## config.mk

```make
export PLATFORM = sky130hd
export DESIGN_NAME = isa_cycle_timer
export DESIGN_NICKNAME = d
export VERILOG_FILES = /design/src/rtl/isa_tim_pkg.sv /design/src/rtl/isa_cfg_regs.sv /design/src/rtl/isa_half_step.sv /design/src/rtl/isa_cycle_seq.sv /design/src/rtl/isa_cycle_timer.sv
export SDC_FILE = /design/constraint.sdc
export NUM_CORES = 1
export LEC_CHECK = 0
export ABC_AREA = 0
export ABC_CLOCK_PERIOD_IN_PS = 3650
export BUFFER_PORTS_ARGS = -buffer_cell sky130_fd_sc_hd__buf_4
export CORE_ASPECT_RATIO = 0.7
export CORE_MARGIN = 8
export CORE_UTILIZATION = 37
export DETAILED_ROUTE_END_ITERATION = 6
export RECOVER_POWER = 50
export REMOVE_ABC_BUFFERS = 1
export SLEW_MARGIN = 20
export SYNTH_ARGS = -nofsm -noshare
export SYNTH_HDL_FRONTEND = slang
export SYNTH_SLANG_ARGS = --single-unit
```

## constraint.sdc

```tcl
create_clock -name clk -period 3.65 [get_ports clk]
set_input_delay 0.73 -clock clk [delete_from_list [all_inputs] [get_ports clk]]
set_output_delay 0.73 -clock clk [all_outputs]
set_load 0.05 [all_outputs]
```

## src/rtl/isa_tim_pkg.sv

```systemverilog
package isa_tim_pkg;

  localparam int HW = 4;

  typedef enum logic [1:0] {
    KIND_IO    = 2'd0,
    KIND_MEM8  = 2'd1,
    KIND_MEM16 = 2'd2
  } cyc_kind_e;

  typedef enum logic [1:0] {
    ST_IDLE = 2'd0,
    ST_RUN  = 2'd1,
    ST_HOLD = 2'd2,
    ST_RDY  = 2'd3
  } seq_st_e;

  typedef struct packed {
    logic       addr_hold;
    logic [1:0] ws16_code;
    logic [1:0] ws8_code;
    logic [1:0] cd_m16;
    logic [1:0] cd_m8;
    logic [1:0] cd_io;
  } tim_cfg_t;

  localparam tim_cfg_t CFG_DEFAULT = '{
    addr_hold: 1'b0, ws16_code: 2'd1, ws8_code: 2'd2,
    cd_m16: 2'd0, cd_m8: 2'd1, cd_io: 2'd1
  };

endpackage

```

## src/rtl/isa_cfg_regs.sv

```systemverilog
module isa_cfg_regs
  import isa_tim_pkg::*;
#(
  parameter int DATA_W = 8
) (
  input  logic              clk,
  input  logic              rst,
  input  logic              we,
  input  logic              addr,
  input  logic [DATA_W-1:0] wdata,
  output tim_cfg_t          cfg
);

  logic [DATA_W-1:0] unused_wdata;
  assign unused_wdata = wdata;

  always_ff @(posedge clk) begin
    if (rst) begin
      cfg <= CFG_DEFAULT;
    end else if (we) begin
      if (!addr) begin
        cfg.cd_io  <= wdata[1:0];
        cfg.cd_m8  <= wdata[3:2];
        cfg.cd_m16 <= wdata[5:4];
      end else begin
        cfg.ws8_code  <= wdata[1:0];
        cfg.ws16_code <= wdata[3:2];
        cfg.addr_hold <= wdata[4];
      end
    end
  end

  initial assert (DATA_W >= 6) else $error("config data too narrow");

endmodule

```

## src/rtl/isa_half_step.sv

```systemverilog
module isa_half_step #(
  parameter int HALF_CLKS = 2
) (
  input  logic clk,
  input  logic rst,
  input  logic clr,
  input  logic en,
  output logic step
);

  localparam int CW = (HALF_CLKS > 1) ? $clog2(HALF_CLKS) : 1;
  localparam logic [CW-1:0] LAST = CW'(HALF_CLKS - 1);

  logic [CW-1:0] cnt;

  generate
    if (HALF_CLKS == 1) begin : g_direct
      assign step = en;
      always_ff @(posedge clk) cnt <= '0;
    end else begin : g_count
      assign step = en && (cnt == LAST);
      always_ff @(posedge clk) begin
        if (rst || clr || step) cnt <= '0;
        else if (en)            cnt <= cnt + 1'b1;
      end
    end
  endgenerate

  logic unused_rst_cnt;
  assign unused_rst_cnt = rst & (|cnt);

endmodule

```

## src/rtl/isa_cycle_seq.sv

```systemverilog
module isa_cycle_seq
  import isa_tim_pkg::*;
(
  input  logic     clk,
  input  logic     rst,
  input  tim_cfg_t cfg,
  input  logic     req,
  input  logic [1:0] req_kind,
  input  logic     req_write,
  input  logic     req_slv16,
  input  logic     iochrdy,
  input  logic     nows_n,
  input  logic     step,
  output logic     start,
  output logic     running,
  output logic     ale_o,
  output logic     rd_o,
  output logic     wr_o,
  output logic     rdy_o
);

  seq_st_e st_q, nst;
  logic [HW-1:0] h_q, nh, beg_q, nbeg, end_q, nend;
  logic          wr_q, nwr, hold_q, nhold;

  logic [1:0]    cd_sel;
  logic [2:0]    ws_sel;
  logic [HW-1:0] end_new, beg_raw, beg_new;
  logic          cmd_next;

  always_comb begin
    case (req_kind)
      KIND_IO:   cd_sel = cfg.cd_io;
      KIND_MEM8: cd_sel = cfg.cd_m8;
      default:   cd_sel = cfg.cd_m16;
    endcase
    ws_sel  = req_slv16 ? {1'b0, cfg.ws16_code} : ({1'b0, cfg.ws8_code} + 3'd2);
    end_new = HW'(2) + HW'({ws_sel, 1'b0});
    beg_raw = HW'(1) + HW'(cd_sel);
    beg_new = (beg_raw > end_new) ? end_new : beg_raw;
  end

  assign start   = (st_q == ST_IDLE) && req;
  assign running = (st_q == ST_RUN);

  always_comb begin
    nst   = st_q;
    nh    = h_q;
    nbeg  = beg_q;
    nend  = end_q;
    nwr   = wr_q;
    nhold = hold_q;
    case (st_q)
      ST_IDLE: if (req) begin
        nst   = ST_RUN;
        nh    = '0;
        nbeg  = beg_new;
        nend  = end_new;
        nwr   = req_write;
        nhold = cfg.addr_hold;
      end
      ST_RUN: if (step) begin
        if (h_q == end_q) begin
          if (iochrdy) nh = end_q + 1'b1;
        end else if (h_q > end_q) begin
          nst = hold_q ? ST_HOLD : ST_RDY;
        end else if (h_q >= beg_q && !nows_n && iochrdy) begin
          nh = end_q + 1'b1;
        end else begin
          nh = h_q + 1'b1;
        end
      end
      ST_HOLD: nst = ST_RDY;
      default: nst = ST_IDLE;
    endcase
  end

  assign cmd_next = (nst == ST_RUN) && (nh >= nbeg) && (nh <= nend);

  always_ff @(posedge clk) begin
    if (rst) begin
      st_q   <= ST_IDLE;
      h_q    <= '0;
      beg_q  <= '0;
      end_q  <= '0;
      wr_q   <= 1'b0;
      hold_q <= 1'b0;
      ale_o  <= 1'b0;
      rd_o   <= 1'b0;
      wr_o   <= 1'b0;
      rdy_o  <= 1'b0;
    end else begin
      st_q   <= nst;
      h_q    <= nh;
      beg_q  <= nbeg;
      end_q  <= nend;
      wr_q   <= nwr;
      hold_q <= nhold;
      ale_o  <= (nst == ST_RUN) && (nh == '0);
      rd_o   <= cmd_next && !nwr;
      wr_o   <= cmd_next && nwr;
      rdy_o  <= (nst == ST_RDY);
    end
  end

  assert_cmd_exclusive_R11: assert property (@(posedge clk) disable iff (rst)
    !(rd_o && wr_o));

  assert_ale_alone_R2: assert property (@(posedge clk) disable iff (rst)
    ale_o |-> (!rd_o && !wr_o && !rdy_o));

  assert_rdy_single_R5: assert property (@(posedge clk) disable iff (rst)
    rdy_o |=> !rdy_o);

  assert_stretch_R6: assert property (@(posedge clk) disable iff (rst)
    (running && step && h_q == end_q && !iochrdy && (rd_o || wr_o)) |=> (rd_o || wr_o));

  assert_prio_R8: assert property (@(posedge clk) disable iff (rst)
    (running && step && h_q < end_q && !iochrdy) |=> (running && h_q == $past(h_q) + 1'b1));

  assert_busy_ignore_R12: assert property (@(posedge clk) disable iff (rst)
    (st_q != ST_IDLE && st_q != ST_RDY && req) |=> !(ale_o && !$past(ale_o)));

endmodule

```

## src/rtl/isa_cycle_timer.sv

```systemverilog
module isa_cycle_timer
  import isa_tim_pkg::*;
#(
  parameter int HALF_CLKS = 2,
  parameter int CFG_W     = 8
) (
  input  logic             clk,
  input  logic             rst,
  input  logic             cfg_we,
  input  logic             cfg_addr,
  input  logic [CFG_W-1:0] cfg_wdata,
  input  logic             req,
  input  logic [1:0]       req_kind,
  input  logic             req_write,
  input  logic             req_slv16,
  input  logic             iochrdy,
  input  logic             nows_n,
  output logic             ale,
  output logic             cmd_rd,
  output logic             cmd_wr,
  output logic             cpu_rdy
);

  tim_cfg_t cfg;
  logic     step, start, running;

  isa_cfg_regs #(.DATA_W(CFG_W)) u_regs (
    .clk(clk), .rst(rst), .we(cfg_we), .addr(cfg_addr),
    .wdata(cfg_wdata), .cfg(cfg)
  );

  isa_half_step #(.HALF_CLKS(HALF_CLKS)) u_step (
    .clk(clk), .rst(rst), .clr(start), .en(running), .step(step)
  );

  isa_cycle_seq u_seq (
    .clk(clk), .rst(rst), .cfg(cfg),
    .req(req), .req_kind(req_kind), .req_write(req_write), .req_slv16(req_slv16),
    .iochrdy(iochrdy), .nows_n(nows_n), .step(step),
    .start(start), .running(running),
    .ale_o(ale), .rd_o(cmd_rd), .wr_o(cmd_wr), .rdy_o(cpu_rdy)
  );

endmodule

```

# [Word-level counts from Yosys, hierarchy flattened]
# Cells that the tools add are included.
[totals] ff_bits=32 elab_cells=76 inputBits=19 out_inout_bits=4
[classes] reduce_logical=19 n_mux=22 add_sub_neg=6 n_lt_le_gt_ge=5 bitwise=1 n_eq_ne=6
[op_table] cell="4-bit two-way mux" n=11
[op_table] cell="1-bit logical AND" n=9
[op_table] cell="4-bit by 1-bit adder with 4-bit output (second input constant)" n=2
[op_table] cell="4-bit greater-or-equal comparator" n=2
[op_table] cell="4-bit greater-than comparator" n=2
[op_table] cell="2-bit two-way mux" n=4
[op_table] cell="4-bit case mux with 2 select lines" n=1
[op_table] cell="2-bit by 1-bit == test with 1-bit output (second input constant)" n=3
[op_table] cell="2-bit case mux with 3 select lines" n=1
[op_table] cell="2-bit AND reduction" n=3
[op_table] cell="2-bit by 4-bit adder with 4-bit output (first input constant)" n=1
[op_table] cell="2-bit == test (second input constant)" n=2
[op_table] cell="4-bit == test" n=1
[op_table] cell="4-bit less-or-equal comparator" n=1
[op_table] cell="2-bit zero test" n=2
[op_table] cell="4-bit zero test" n=1
[op_table] cell="2-bit case mux with 2 select lines" n=1
[op_table] cell="1-bit by 2-bit adder with 3-bit output (first input constant)" n=1
[op_table] cell="2-bit by 2-bit adder with 3-bit output (second input constant)" n=1
[op_table] cell="1-bit two-way mux" n=3
[op_table] cell="3-bit two-way mux" n=1
[op_table] cell="1-bit zero test" n=2
[op_table] cell="1-bit logical OR" n=2
[op_table] cell="1-bit adder (second input constant)" n=1
[op_table] cell="1-bit inverter" n=1

# [Longest topological paths before layout]
[depth] word_depth=12 depth_mapped=16 ltp_nobuf=16

# [Cells and area by module]
# A second synthesis with hierarchy kept.
[unflattened] cells_unflattened=254 hier_area_um2=2183.3
[modules_own_cells] module="isa_cycle_seq" seq_area_each_um2=400.4 n_inst=1 area_each_um2=1671.6 cells_each=204
[modules_own_cells] module="isa_cfg_regs" seq_area_each_um2=220.2 n_inst=1 area_each_um2=465.4 cells_each=46
[modules_own_cells] module="isa_half_step" seq_area_each_um2=20.0 n_inst=1 area_each_um2=46.3 cells_each=4

# [Worst setup path after synthesis]
# No wires, ideal clock.
[synth_path] path_type="in2reg" startpoint="input port req_slv16" endpoint="register u_seq.rd_o" t_required_ns=3.570 setup_ns=0.080 arrival_time_ns=3.267 path_buffers=0 path_slack_ns=0.302 stages=15 cell_sequence="mux2i_1 -> inv_1 -> ha_1 -> inv_1 -> ha_1 -> nor2b_1 -> o21a_1 -> and2_1 -> mux2i_1 -> mux2_2 -> ha_1 -> o21ai_0 -> o21bai_1 -> o2111ai_1 -> nor3b_1"
[synth_between] elab_chain_len=10 word_cells_on_any_way=13 cone_classes="add/sub: 1; order compare: 3; mux: 6; reduce/logical: 3"
[synth_lines] element="from (decl)" line_no="isa_cycle_timer.sv:15" text="input logic req_slv16,"
[synth_lines] element="3-bit two-way mux *" line_no="isa_cycle_seq.sv:37" text="ws_sel = req_slv16 ? {1'b0, cfg.ws16_code} : ({1'b0, cfg.ws8_code} + 3'd2);"
[synth_lines] element="2-bit by 4-bit adder with 4-bit output *" line_no="isa_cycle_seq.sv:38" text="end_new = HW'(2) + HW'({ws_sel, 1'b0});"
[synth_lines] element="4-bit greater-than comparator" line_no="isa_cycle_seq.sv:40" text="beg_new = (beg_raw > end_new) ? end_new : beg_raw;"
[synth_lines] element="4-bit two-way mux" line_no="isa_cycle_seq.sv:40"
[synth_lines] element="4-bit two-way mux" line_no="isa_cycle_seq.sv:54" text="ST_IDLE: if (req) begin"
[synth_lines] element="4-bit two-way mux" line_no="isa_cycle_seq.sv:53" text="case (st_q)"
[synth_lines] element="4-bit greater-or-equal comparator" line_no="isa_cycle_seq.sv:78" text="assign cmd_next = (nst == ST_RUN) && (nh >= nbeg) && (nh <= nend);"
[synth_lines] element="1-bit logical AND" line_no="isa_cycle_seq.sv:78"
[synth_lines] element="1-bit logical AND *" line_no="isa_cycle_seq.sv:78"
[synth_lines] element="1-bit logical AND *" line_no="isa_cycle_seq.sv:100" text="rd_o <= cmd_next && !nwr;"
[synth_lines] element="to (signal assigned)" line_no="isa_cycle_seq.sv:100"
[synth_lines] element="to (decl)" line_no="isa_cycle_seq.sv:17" text="output logic rd_o,"
# Mark *: on every way between the ends. The rest lies on a longest branch, timed or not.
# A chain may end at the register's enable or synchronous reset.

# [Worst setup path in the final report]
# Same ends and word-level chain as after synthesis.

==> results.sh <==
export IMPL_busiest_layer="met1"
export IMPL_synthTopCellsByArea="dfxtp_1, ha_1, nand2_1, a21oi_1, mux2i_1"
export IMPL_relSlewSlack=0.595
export IMPL_clkSinkCount=32
export IMPL_required_ns=3.85
export IMPL_critPathTopFamily="adder cells"
export IMPL_worstPathMaxFanout=3
export IMPL_outcome="completed"
export IMPL_grt_first_pass_wirelength_mm=8.39
export IMPL_period_minus_slack_ns=3.37
export IMPL_tightest_slew_ns=0.592
export IMPL_syn_mean_instance_area_um2=8.18
export IMPL_synthSimpleGateAreaFrac=0.240
export IMPL_grtUsageMet2=0.165
export IMPL_dieArea_um2=8200
export IMPL_synth_edf_count=0
export IMPL_path_cells="buf_4 -> mux2i_1 -> inv_1 -> ha_1 -> inv_1 -> ha_1 -> nor2b_1 -> o21a_1 -> and2_1 -> mux2i_1 -> mux2_2 -> ha_1 -> o21ai_0 -> o21bai_1 -> o2111ai_1 -> nor3b_1"
export IMPL_drive_above_1_share=0.124
export IMPL_ys_async_sr_fraction=0
export IMPL_drtPass1Iterations=4
export IMPL_synth_most_common_cell="nand2_1"
export IMPL_core_um2=5290
export IMPL_grt_max_degree=31
export IMPL_pre_cts_ws_ns=0.0139
export IMPL_ys_top_cells_by_count="nand2_1, dfxtp_1, a21oi_1, ha_1, nor2_1"
export IMPL_synth_compound_area_frac=0.194
export IMPL_slew_violations=0
export IMPL_synth_cell_type_count=49
export IMPL_power_leakage_nw=1.02
export IMPL_slowest_stage="ha_1"
export IMPL_ys_warn_count=0
export IMPL_cpMostUsedCell="ha_1"
export IMPL_clkTransAtPathRegs_ns=0.06
export IMPL_vias=1780
export IMPL_crit_type="in -> reg"
export IMPL_die_y_um=78.2
export IMPL_ys_ff_latch=32
export IMPL_clk_path_buf_depth=2
export IMPL_synth_area_leader_cell="dfxtp_1"
export IMPL_io_buffer_count=20
export IMPL_num_rows=22
export IMPL_synth_area_um2=2050
export IMPL_detail_route_wirelength_mm=4.86
export IMPL_synthAdderAreaFrac=0.128
export IMPL_synth_top_cell_area_share=0.313
export IMPL_crit_path_start_kind="input pin"
export IMPL_die_w_um=105
export IMPL_fmax_mhz=296
export IMPL_cts_root_buf="clkbuf_8"
export IMPL_p_per_area_nw_per_um2=385
export IMPL_worst_clock_skew_ns=0.00330
export IMPL_n_antenna_cell=0
export IMPL_cp_num_buf_inv=3
export IMPL_netlist_instances=250
export IMPL_htreeDepth=2
export IMPL_finalSetupTns_ns=0
export IMPL_muxShareOfSynthArea=0.0599
export IMPL_nets=315
export IMPL_first_iter_violations=131
export IMPL_grtUsageMet3=0.0310
export IMPL_synth_top_family_by_area="simple AND/OR/NAND/NOR gates"
export IMPL_worstSkewPairLatency_ns=0.28
export IMPL_ant_nets=0
export IMPL_hold_viol=0
export IMPL_final_fill_count=552
export IMPL_seq_area_frac_synth=0.313
export IMPL_grt_total_usage=0.124
export IMPL_cp_end_kind="flop"
export IMPL_yosys_area_share_xor_xnor=0.0214
export IMPL_drc=0
export IMPL_setup_violations=0
export IMPL_final_core_util=0.446
export IMPL_postCtsSetupBuffers=0
export IMPL_multi_input_area_um2=1300
export IMPL_use_met1=0.190
export IMPL_overflow=0
export IMPL_synthToLayoutAreaGrowth_pct=15.3
export IMPL_cts_tree="built"
export IMPL_fin_crit_sh=0.924
export IMPL_ctsHoldBuffers=0
export IMPL_cts_resized_gates=0
export IMPL_cap_viol_max_count=0
export IMPL_initial_core_util=0.387
export IMPL_ys_flop_type="dfxtp_1"
export IMPL_dp_hpwl_mm=3.80
export IMPL_critPathMaxStageDelay_ns=0.31
export IMPL_grt_pass1_vias=1709
export IMPL_ioPinCount=23
export IMPL_ir_drop_v=0.000344
export IMPL_seq_area_um2=641
export IMPL_rsz0062_at_grt="false"
export IMPL_arrival_ns=3.57
export IMPL_hold_class="reg -> reg"
export IMPL_viasPerCell=5.13
export IMPL_routabilityCongestion=0.888
export IMPL_cts_buffers=5
export IMPL_antenna_found_initial=0
export IMPL_layout_setup_ws_ns=0.277
export IMPL_drt_wirelength_per_cell_um=14.0
-- worst reg2reg max path, cell delays in order, from the launching register on --
cell and delay (ns):
dfxtp_1 0.45, inv_1 0.12, ha_1 0.28, nor3b_1 0.20, o21ai_1 0.13, nand2_1 0.21
mux2_1 0.36, a21oi_1 0.34, inv_1 0.09, ha_1 0.28, a211oi_1 0.06, o21bai_1 0.17
o2111ai_1 0.16, nor3b_1 0.22
-- flip-flops by register name, summed over array words and instances, names as in the netlist --
signal / cells
u_seq.ale_o: 1
u_seq.wr_q: 1
u_seq.rdy_o: 1
u_seq.hold_q: 1
u_seq.end_q: 4
u_seq.h_q: 4
u_seq.st_q: 2
u_seq.wr_o: 1
u_regs.cfg: 11
u_seq.rd_o: 1
u_seq.beg_q: 4
u_step.cnt: 1
-- final timing paths --
kind	startpoint	to	depth (start not counted)	slack, ns
hold / removal	u_regs.cfg[10]	u_regs.cfg[10]	2	0.46
setup / recovery	req_slv16	u_seq.rd_o	16	0.28
setup reg to reg	u_seq.h_q[0]	u_seq.rd_o	13	0.50
hold reg to reg	u_regs.cfg[10]	u_regs.cfg[10]	2	0.46
-- metal layers --
layer	share of wire	wire length, um
met1	0.57	2760
met2	0.37	1820
met3	0.055	266
met4	0.0053	26
met5	0	0
-- kinds of logic after synthesis --
kind of cell             count (synthesis)
buffers and inverters                   21
flip-flops                              32
AND/OR/NAND/NOR                        100
AO/OA/AOI/OAI                           59
multiplexers                            12
adder cells (fa/ha/maj)                 21
XOR/XNOR                                 5
-- cells in the final DEF (no fill, tap or decap), types with 2 or more instances in the layout --
cell type / n
nand2_1: 33
dfxtp_1: 32
a21oi_1: 22
nor2_1: 22
buf_4: 22
ha_1: 21
inv_1: 14
nand3_1: 11
mux2i_1: 10
nor2b_1: 8
nor3_1: 8
o21ai_0: 7
clkbuf_8: 7
a211oi_1: 4
nand2b_1: 4
nand3b_1: 3
nor3b_1: 3
o211ai_1: 3
a21o_1: 3
xnor2_1: 3
a311oi_1: 3
clkbuf_1: 3
xor2_1: 2
and3_1: 2
a211o_1: 2
-- final cells by class --
cell class                 instances  share of cell area
multi-input combinational        197               0.552
sequential                        32               0.272
timing repair buffer              25              0.0748
clock buffer                       7              0.0408
tap                               72              0.0382
inverter                          14              0.0223
-- report_power, final --
| group | internal, mW | switching, mW |
|---|---|---|
| clock network | 0.168 | 0.131 |
| registers | 0.368 | 0.0142 |
| logic | 0.0944 | 0.131 |
| total | 0.631 | 0.276 |
-- per-stage QoR --
stage | power, mW | instance area (um^2) | cells | hold WS, ns
3_3_place_gp | 0.616 | 2290 | 340 | 0.445
2_1_floorplan | 0.538 | 2010 | 243 | 0.426
5_1_grt | 0.957 | 2360 | 347 | 0.472
4_1_cts | 0.913 | 2380 | 347 | 0.458
6_report | 0.907 | 2360 | 347 | 0.457
3_5_place_dp | 0.617 | 2290 | 340 | 0.449
(Power assumes the default switching activity.)
